## config.mk

```make
export PLATFORM = sky130hd
export DESIGN_NAME = bnk_regfile
export DESIGN_NICKNAME = d
export VERILOG_FILES = /design/src/rtl/bnk_pkg.sv /design/src/rtl/bnk_addr_map.sv /design/src/rtl/bnk_gpr_array.sv /design/src/rtl/bnk_saved_sts.sv /design/src/rtl/bnk_regfile.sv
export SDC_FILE = /design/constraint.sdc
export NUM_CORES = 2
export LEC_CHECK = 0
export BUFFER_PORTS_ARGS = -buffer_cell sky130_fd_sc_hd__buf_2
export CORE_UTILIZATION = 45
export DETAILED_ROUTE_END_ITERATION = 8
export PLACE_DENSITY = 0.72
export SETUP_SLACK_MARGIN = 0.02
export SKIP_CTS_REPAIR_TIMING = 1
export SLEW_MARGIN = 10
export SYNTH_ARGS = -nofsm -noshare
export SYNTH_HDL_FRONTEND = slang
export SYNTH_SLANG_ARGS = --single-unit
```

## constraint.sdc

```tcl
create_clock -name clk -period 5.3 [get_ports clk]
set_input_delay 0.265 -clock clk [delete_from_list [all_inputs] [get_ports clk]]
set_output_delay 0.265 -clock clk [all_outputs]
set_load 0.02 [all_outputs]
```

## src/rtl/bnk_pkg.sv

```systemverilog
package bnk_pkg;

    localparam int DATA_W_DEF  = 32;
    localparam int MODE_W      = 5;
    localparam int LREG_N      = 16;
    localparam int LREG_W      = $clog2(LREG_N);
    localparam int SP_IDX      = 13;
    localparam int LR_IDX      = 14;
    localparam int FIQ_FIRST   = 8;
    localparam int FIQ_LAST    = 14;
    localparam int FIQ_N       = FIQ_LAST - FIQ_FIRST + 1;
    localparam int SHADOW_MODES = 4;
    localparam int SHADOW_BASE = LREG_N + FIQ_N;
    localparam int PHYS_N      = SHADOW_BASE + 2 * SHADOW_MODES;
    localparam int PHYS_W      = $clog2(PHYS_N);
    localparam int SAVED_N     = SHADOW_MODES + 1;
    localparam int RD_PORTS    = 2;

    typedef enum logic [MODE_W-1:0] {
        MD_USR = 5'b10000,
        MD_FIQ = 5'b10001,
        MD_IRQ = 5'b10010,
        MD_SVC = 5'b10011,
        MD_ABT = 5'b10111,
        MD_UND = 5'b11011,
        MD_SYS = 5'b11111
    } mode_e;

    typedef enum logic [2:0] {
        BK_USR = 3'd0,
        BK_FIQ = 3'd1,
        BK_IRQ = 3'd2,
        BK_SVC = 3'd3,
        BK_ABT = 3'd4,
        BK_UND = 3'd5
    } bank_e;

    typedef logic [PHYS_W-1:0] phys_idx_t;

    typedef struct packed {
        logic      en;
        phys_idx_t idx;
    } gpr_wr_t;

    function automatic bank_e mode_to_bank(logic [MODE_W-1:0] m);
        bank_e b;
        case (m)
            MD_FIQ:  b = BK_FIQ;
            MD_IRQ:  b = BK_IRQ;
            MD_SVC:  b = BK_SVC;
            MD_ABT:  b = BK_ABT;
            MD_UND:  b = BK_UND;
            default: b = BK_USR;
        endcase
        return b;
    endfunction

    function automatic phys_idx_t phys_index(bank_e b, logic [LREG_W-1:0] r);
        phys_idx_t res;
        int        slot;
        res  = PHYS_W'(r);
        slot = int'(b) - int'(BK_IRQ);
        if (b == BK_FIQ && int'(r) >= FIQ_FIRST && int'(r) <= FIQ_LAST) begin
            res = PHYS_W'(LREG_N + int'(r) - FIQ_FIRST);
        end else if (b != BK_USR && b != BK_FIQ &&
                     (int'(r) == SP_IDX || int'(r) == LR_IDX)) begin
            res = PHYS_W'(SHADOW_BASE + 2 * slot + ((int'(r) == LR_IDX) ? 1 : 0));
        end
        return res;
    endfunction

endpackage

```

## src/rtl/bnk_addr_map.sv

```systemverilog
module bnk_addr_map
    import bnk_pkg::*;
(
    input  bank_e              bank,
    input  logic [LREG_W-1:0]  lreg,
    output phys_idx_t          pidx
);
    always_comb pidx = phys_index(bank, lreg);
endmodule

```

## src/rtl/bnk_gpr_array.sv

```systemverilog
module bnk_gpr_array
    import bnk_pkg::*;
#(
    parameter int DATA_W = DATA_W_DEF,
    parameter int NREGS  = PHYS_N,
    parameter int NRD    = RD_PORTS
) (
    input  logic              clk,
    input  logic              rst,
    input  gpr_wr_t           wr,
    input  logic [DATA_W-1:0] wr_data,
    input  phys_idx_t         rd_idx  [NRD],
    output logic [DATA_W-1:0] rd_data [NRD]
);
    logic [DATA_W-1:0] regs [NREGS];

    for (genvar i = 0; i < NREGS; i++) begin : g_reg
        always_ff @(posedge clk) begin
            if (rst) begin
                regs[i] <= '0;
            end else if (wr.en && wr.idx == PHYS_W'(i)) begin
                regs[i] <= wr_data;
            end
        end
    end

    for (genvar p = 0; p < NRD; p++) begin : g_rd
        always_comb begin
            if (wr.en && wr.idx == rd_idx[p]) begin
                rd_data[p] = wr_data;
            end else begin
                rd_data[p] = regs[rd_idx[p]];
            end
        end
    end
endmodule

```

## src/rtl/bnk_saved_sts.sv

```systemverilog
module bnk_saved_sts
    import bnk_pkg::*;
#(
    parameter int DATA_W = DATA_W_DEF,
    parameter int NSAVED = SAVED_N
) (
    input  logic              clk,
    input  logic              rst,
    input  bank_e             bank,
    input  logic              wr_en,
    input  logic [DATA_W-1:0] wr_data,
    output logic [DATA_W-1:0] rd_data
);
    localparam int SLOT_W = $clog2(NSAVED);

    logic [DATA_W-1:0] sts [NSAVED];
    logic              has_sts;
    logic [SLOT_W-1:0] slot;

    assign has_sts = (bank != BK_USR);
    assign slot    = SLOT_W'(int'(bank) - 1);

    for (genvar i = 0; i < NSAVED; i++) begin : g_sts
        always_ff @(posedge clk) begin
            if (rst) begin
                sts[i] <= '0;
            end else if (wr_en && has_sts && slot == SLOT_W'(i)) begin
                sts[i] <= wr_data;
            end
        end
    end

    always_comb begin
        if (!has_sts) begin
            rd_data = '0;
        end else if (wr_en) begin
            rd_data = wr_data;
        end else begin
            rd_data = sts[slot];
        end
    end
endmodule

```

## src/rtl/bnk_regfile.sv

```systemverilog
module bnk_regfile
    import bnk_pkg::*;
#(
    parameter int DATA_W = DATA_W_DEF
) (
    input  logic              clk,
    input  logic              rst,
    input  logic [4:0]        mode,
    input  logic [3:0]        rd_a_addr,
    output logic [DATA_W-1:0] rd_a_data,
    input  logic [3:0]        rd_b_addr,
    output logic [DATA_W-1:0] rd_b_data,
    input  logic              wr_en,
    input  logic [3:0]        wr_addr,
    input  logic [DATA_W-1:0] wr_data,
    input  logic              sts_wr_en,
    input  logic [DATA_W-1:0] sts_wr_data,
    output logic [DATA_W-1:0] sts_rd_data
);
    localparam int NMAP = RD_PORTS + 1;

    bank_e             cur_bank;
    logic [LREG_W-1:0] lregs [NMAP];
    phys_idx_t         pidx  [NMAP];
    phys_idx_t         rd_idx  [RD_PORTS];
    logic [DATA_W-1:0] rd_vals [RD_PORTS];
    gpr_wr_t           wr_req;

    assign cur_bank = mode_to_bank(mode);
    assign lregs[0] = rd_a_addr;
    assign lregs[1] = rd_b_addr;
    assign lregs[2] = wr_addr;

    for (genvar k = 0; k < NMAP; k++) begin : g_map
        bnk_addr_map i_map (
            .bank (cur_bank),
            .lreg (lregs[k]),
            .pidx (pidx[k])
        );
    end

    for (genvar p = 0; p < RD_PORTS; p++) begin : g_rdidx
        assign rd_idx[p] = pidx[p];
    end

    assign wr_req.en  = wr_en;
    assign wr_req.idx = pidx[RD_PORTS];

    bnk_gpr_array #(
        .DATA_W (DATA_W),
        .NREGS  (PHYS_N),
        .NRD    (RD_PORTS)
    ) i_gpr (
        .clk     (clk),
        .rst     (rst),
        .wr      (wr_req),
        .wr_data (wr_data),
        .rd_idx  (rd_idx),
        .rd_data (rd_vals)
    );

    assign rd_a_data = rd_vals[0];
    assign rd_b_data = rd_vals[1];

    bnk_saved_sts #(
        .DATA_W (DATA_W),
        .NSAVED (SAVED_N)
    ) i_sts (
        .clk     (clk),
        .rst     (rst),
        .bank    (cur_bank),
        .wr_en   (sts_wr_en),
        .wr_data (sts_wr_data),
        .rd_data (sts_rd_data)
    );
endmodule

```

; ---- Yosys cells after proc, flatten, opt, wreduce, memory -nomap -nowiden
; Memory sizes are Yosys's and may differ from the RTL's.
; Index checks and enable logic that the tools add are counted.
[totals]
output_inout_bits = 96
n_memories = 2
ram_bits = 1152
register_bits = 0
word_cells = 320
in_bits = 85
[mem_list]
columns = memory, words, width, read_ports, rd_ports_with_merged_regs, wr, line_no
row1 = i_gpr.regs, 31, 32, 2, 0, 31, bnk_gpr_array.sv:15  ; logic [DATA_W-1:0] regs [NREGS];
row2 = i_sts.sts, 5, 32, 1, 0, 5, bnk_saved_sts.sv:16  ; logic [DATA_W-1:0] sts [NSAVED];
[op_classes]
reduce_logical = 55
bitwise_logic = 36
n_mux = 160
eq_ne = 49
magnitude_cmp = 6
addsub = 12
[op_table]
columns = operator, n
row1 = 2-to-1 mux 32 bit, 40
row2 = 2-to-1 mux 1 bit, 113
row3 = "equality test 5 bit, second input constant", 20
row4 = logical AND 1 bit, 49
row5 = "equality test 5 x 4 -> 1 bit, second input constant", 8
row6 = OR 1 bit, 36
row7 = 2-to-1 mux 5 bit, 6
row8 = "equality test 5 x 3 -> 1 bit, second input constant", 4
row9 = "adder 5 x 4 -> 5 bit, first input constant", 3
row10 = adder 5 bit, 3
row11 = case mux 3 bit (5 select lines), 1
row12 = "subtractor 5 bit, second input constant", 3
row13 = "equality test 4 x 2 -> 1 bit, second input constant", 3
row14 = "equality test 4 x 3 -> 1 bit, second input constant", 3
row15 = ">= comparator 4 bit, second input constant", 3
row16 = "<= comparator 4 bit, second input constant", 3
row17 = "equality test 5 x 2 -> 1 bit, second input constant", 2
row18 = equality test 5 bit, 2
row19 = "equality test 3 x 1 -> 1 bit, second input constant", 2
row20 = "equality test 3 x 2 -> 1 bit, second input constant", 2
row21 = "adder 5 bit, first input constant", 1
row22 = "equality test 5 x 1 -> 1 bit, second input constant", 1
row23 = logical NOT 5 bit, 1
row24 = "subtractor 3 x 2 -> 4 bit, second input constant", 1
row25 = 6 further kinds, 8

; ---- Depth between registers and ports, before layout
[logic_depth]
word_depth = 13
ltp_mapped = 18
mapped_depth_nobuf = 12

; ---- Modules after synthesis
; From an unflattened synthesis, not the netlist that was laid out.
[unflattened]
cells_unflattened = 4596
area_unflattened_um2 = 62763.9
[modules_own_cells]
columns = mod, cells_per_inst, area_each_um2, instances, seq_area_each_um2
row1 = bnk_gpr_array, 3847, 54290.8, 1, 29788.6
row2 = bnk_saved_sts, 667, 7850.0, 1, 4804.6
row3 = bnk_addr_map, 25, 191.4, 3, 0.0
row4 = bnk_regfile, 7, 48.8, 1, 0.0

; ---- Least setup slack after synthesis
; Ideal clock, no wire load.
[synth_timing]
path_type = input to register
start = in mode[0]
end = mem i_gpr.regs[25][0] in the netlist's numbering (enable)
t_required_ns = 4.872
n_path_buf = 5
setup_slack_ns = -0.055
cell_stages = 13
arrival_ns = 4.927
setup_time_ns = 0.428
path_cell_list = buf_2 nand3b_1 nor2_1 clkbuf_1 ha_1 clkbuf_1 xor2_1 mux2i_1 and3_1 clkbuf_1 nand3_1 clkbuf_1 o21bai_1
[synth_rtl]
columns = item, line_no
row1 = "start, declared", bnk_regfile.sv:8  ; input logic [4:0] mode,
row2 = "end, declared", bnk_gpr_array.sv:15

; ---- Final worst setup path
[layout_timing]
start = in mode[0]
end = out rd_a_data[3]
[layout_between]
elab_chain_cells = 10
word_cells_on_any_way = 28
cone_classes = add/sub (4) / eq/ne (8) / mux (6) / reduce/logical (9) / memory (1)
[layout_lines]
columns = item, line_no
row1 = equality test 5 bit, bnk_pkg.sv:47  ; case (m)
row2 = case mux 3 bit (5 select lines) *, bnk_pkg.sv:47
row3 = branches (longest 7 deep; another with memory read (31 x 32 bit)), --
row4 = 2-to-1 mux 32 bit *, bnk_gpr_array.sv:29  ; if (wr.en && wr.idx == rd_idx[p]) begin
row5 = "end, declared", bnk_regfile.sv:10  ; output logic [DATA_W-1:0] rd_a_data,
; Every way passes the cells marked *.

==> metrics.md <==
| Metric | Value |
|---|---|
| Worst Hold Class | `primary input to flop` |
| Sequential Power Share | `0.479` |
| WHS Path Cells | `3` |
| Hold wc startpoint | `wr_addr[0]` |
| P&R area growth vs syn | `12.7%` |
| CTS Sinks | `1152` |
| GRT overflow | `0` |
| Mapped Avg Cell Area | `12.3 µm²` |
| Post-synthesis cell count | `4941` |
| CP startpoint kind | `primary input` |
| Final Cell Area | `0.0687 mm²` |
| Netlist Area Pre-Place | `0.0610 mm²` |
| WL/cell | `32.3 µm` |
| Outcome | `complete, no violations` |
| Synth top area cells | `edfxtp_1 57%, mux4_2 15%, nor3_1 8.0%` |
| Via Count | `48382` |
| Maxcap violations | `0` |
| Final Wtd Congestion | `0.955` |
| Final ANT Viol Nets | `0` |
| FP Rows | `134` |
| Clock root cell | `clkbuf_16` |
| Peak supply drop | `0.332 mV` |
| Initial Util | `0.455` |
| EDFF count, synth | `1152` |
| Dominant synthesized flop cell | `edfxtp_1` |
| Proportion of layout cells with a drive suffix above 1 | `0.213` |
| Ys async rst share | `0` |
| Max transition margin | `0.148` |
| Multi-input combinational cell area | `0.0246 mm²` |
| Design Power | `22.5 mW` |
| Vias per inst | `7.13` |
| WP depth | `15` |
| Chip height | `370 µm` |
| Drt pass-1 iters | `9` |
| Peak Freq | `0.193 GHz` |
| Routed Wire Length | `219 mm` |
| Unique masters post-synth | `67` |
| Most frequent cells after synthesis | `1152 x edfxtp_1, 971 x nor3_1, 496 x clkbuf_1, 464 x nand2_1, 402 x mux4_2` |
| Critical path peak fanout | `15` |
| Critical path type | `primary input to output pin` |
| Post-synthesis sequential area ratio | `0.567` |
| CP max stage delay | `710 ps` |
| Clock group share of total power | `0.368` |
| Endpoints failing hold | `0` |
| Gate power share | `0.153` |
| CTS clk-pin slew, worst paths | `60 ps` |
| Final Cycle Share | `0.980` |
| Vias in the first global route | `46376` |
| Top delay family on crit path | `simple AND/OR/NAND/NOR gates` |
| Net Sw Power | `6.26 mW` |
| Crit-path most repeated cell | `buf_2` |
| DRC | `0` |
| Antenna violations before repair | `13` |
| CP required | `5040 ps` |
| Flops & latches, synth | `1152` |
| Htree depth | `3` |
| Die width | `370 µm` |
| Port buffer count | `180` |
| Top-area cell type share of the netlist area | `0.567` |
| Crit end category | `output pin` |
| Most frequent cell after synthesis | `edfxtp_1` |
| Cell Area, Placed | `0.0646 mm²` |
| Worst-Margin Slew | `1250 ps` |
| Crit path cell chain | `buf_2 > nand3b_1 > nor2_4 > inv_1 > ha_1 > or2_2 > o21a_1 > o21ai_0 > nand2_4 > nand3_2 > buf_4 > o22a_1 > nand3_1 > o31ai_1 > buf_2` |
| Initial DRC count | `7979` |
| CP max-delay cell | `o31ai_1` |
| Worst Hold Path EP | `i_gpr.regs[1][30]$_SDFFCE_PN0P_` |
| Leading area contributor after synthesis | `edfxtp_1` |
| Syn_nets | `5035` |
| Die Area | `0.137 mm²` |
| Critical path data arrival time | `4930 ps` |
| YS warnings | `0` |
| P per Cell Area | `328 mW/mm²` |
| Largest net degree at the start of global routing | `210` |
| Nets | `5008` |
| TritonCTS Buffers | `119` |
| Sw Share | `0.278` |
| Fill count | `11103` |
| Final TNS setup | `0 ps` |
| CTS tree | `yes` |
| Ports | `181` |
| Final setup violation count | `0` |
| Core Region | `0.134 mm²` |
| Clock Tree Buf Depth | `3` |
| Buf+Inv Stages, Crit Path | `4` |
| Int Pwr | `16.3 mW` |
| GRT Total Usage | `0.316` |
| Register Area | `0.0346 mm²` |
| Leak Pwr | `22.3 nW` |
| Global-route wire length before repair | `316 mm` |
| RSZ-0062 raised after global routing | `false` |
| Crit path time final | `5190 ps` |
| Dpl hpwl | `129 mm` |
| Final slew viol count | `0` |
power by group through the flow:
stage / sequential, mW / clock, mW / combinational (mW)
after CTS: 10.8 / 8.29 / 3.29
after detailed placement: 11.0 / 0 / 3.27
final: 10.8 / 8.30 / 3.45
after floorplan: 10.9 / 0 / 1.99
after global routing: 10.8 / 8.62 / 3.52
after global placement: 10.9 / 0 / 3.25
cell type report:
type / count / share of cell area
Clock buffer: 139 / 0.0447
Clock inverter: 81 / 0.0105
Antenna cell: 9 / 0.000328
Timing Repair Buffer: 437 / 0.0479
Multi-Input combinational cell: 3162 / 0.358
Tap cell: 1768 / 0.0322
Sequential cell: 1152 / 0.503
Inverter: 42 / 0.00251
cell usage in the layout, fill, tap and decap left out, drive strengths merged, types with 9 or more instances in the layout:
cell type    Yosys  final
diode            0      9
dlygate4sd3      0     32
nand2          464    464
nor2           208    208
and3            72     72
clkinv           0     67
o31ai           34     34
o32ai           34     34
buf             89    405
a22o            31     31
ha               9      9
bufinv           0      9
clkbuf         496    139
inv             42     45
a211oi          54     54
nor4            98     98
and2           163    163
o21bai          31     31
nand3           80     80
o21ai           23     23
o22ai           65     65
mux2i           41     41
mux4           402    402
or4             13     13
edfxtp        1152   1152
xor2             9      9
nor3           972    972
xnor2           11     11
o22a            48     48
a21oi          206    206
a21o            11     11
per-stage QoR:
step                      hold WS, ps  instances  setup WS (ps)   util
after floorplan                   463       4941          -54.7      -
after global placement            611       6529            470  0.482
final                             259       6790            107  0.513
after global routing              247       6782           79.7  0.513
after detailed placement          620       6529            392  0.482
after CTS                        -169       6749            326  0.510
state kept, by name, summed over array words and instances (netlist names):
name / count
i_sts.sts: 160
i_gpr.regs: 992
how the worst max path moves through the flow:
stage	from	end	slack (ps)
4_1_cts	mode[0]	rd_a_data[13]	330
3_3_place_gp	mode[3]	rd_a_data[18]	470
6_report	mode[0]	rd_a_data[3]	110
3_5_place_dp	mode[3]	rd_a_data[18]	390
5_1_grt	mode[0]	rd_a_data[4]	80
2_1_floorplan	mode[0]	i_gpr.regs[25][0]$_SDFFCE_PN0P_	-50
per-layer routing:
metal / vias to the layer above / track usage / wire length [µm]
met5: - / 0.00944 / 342
met3: 1023 / 0.136 / 38700
li1: 19145 / - / -
met1: 23481 / 0.406 / 73200
met2: 4711 / 0.451 / 93100
met4: 22 / 0.164 / 13900
cells by family after synthesis:
family,share of synthesized area
AOI/OAI and AO/OA,0.0640
DFF,0.567
muxes,0.156
xor gates and xnor gates,0.00287
and+or+nand+nor,0.168
adders and majority gates,0.00185
buffers and inverters,0.0400
(Power assumes the default switching activity.)
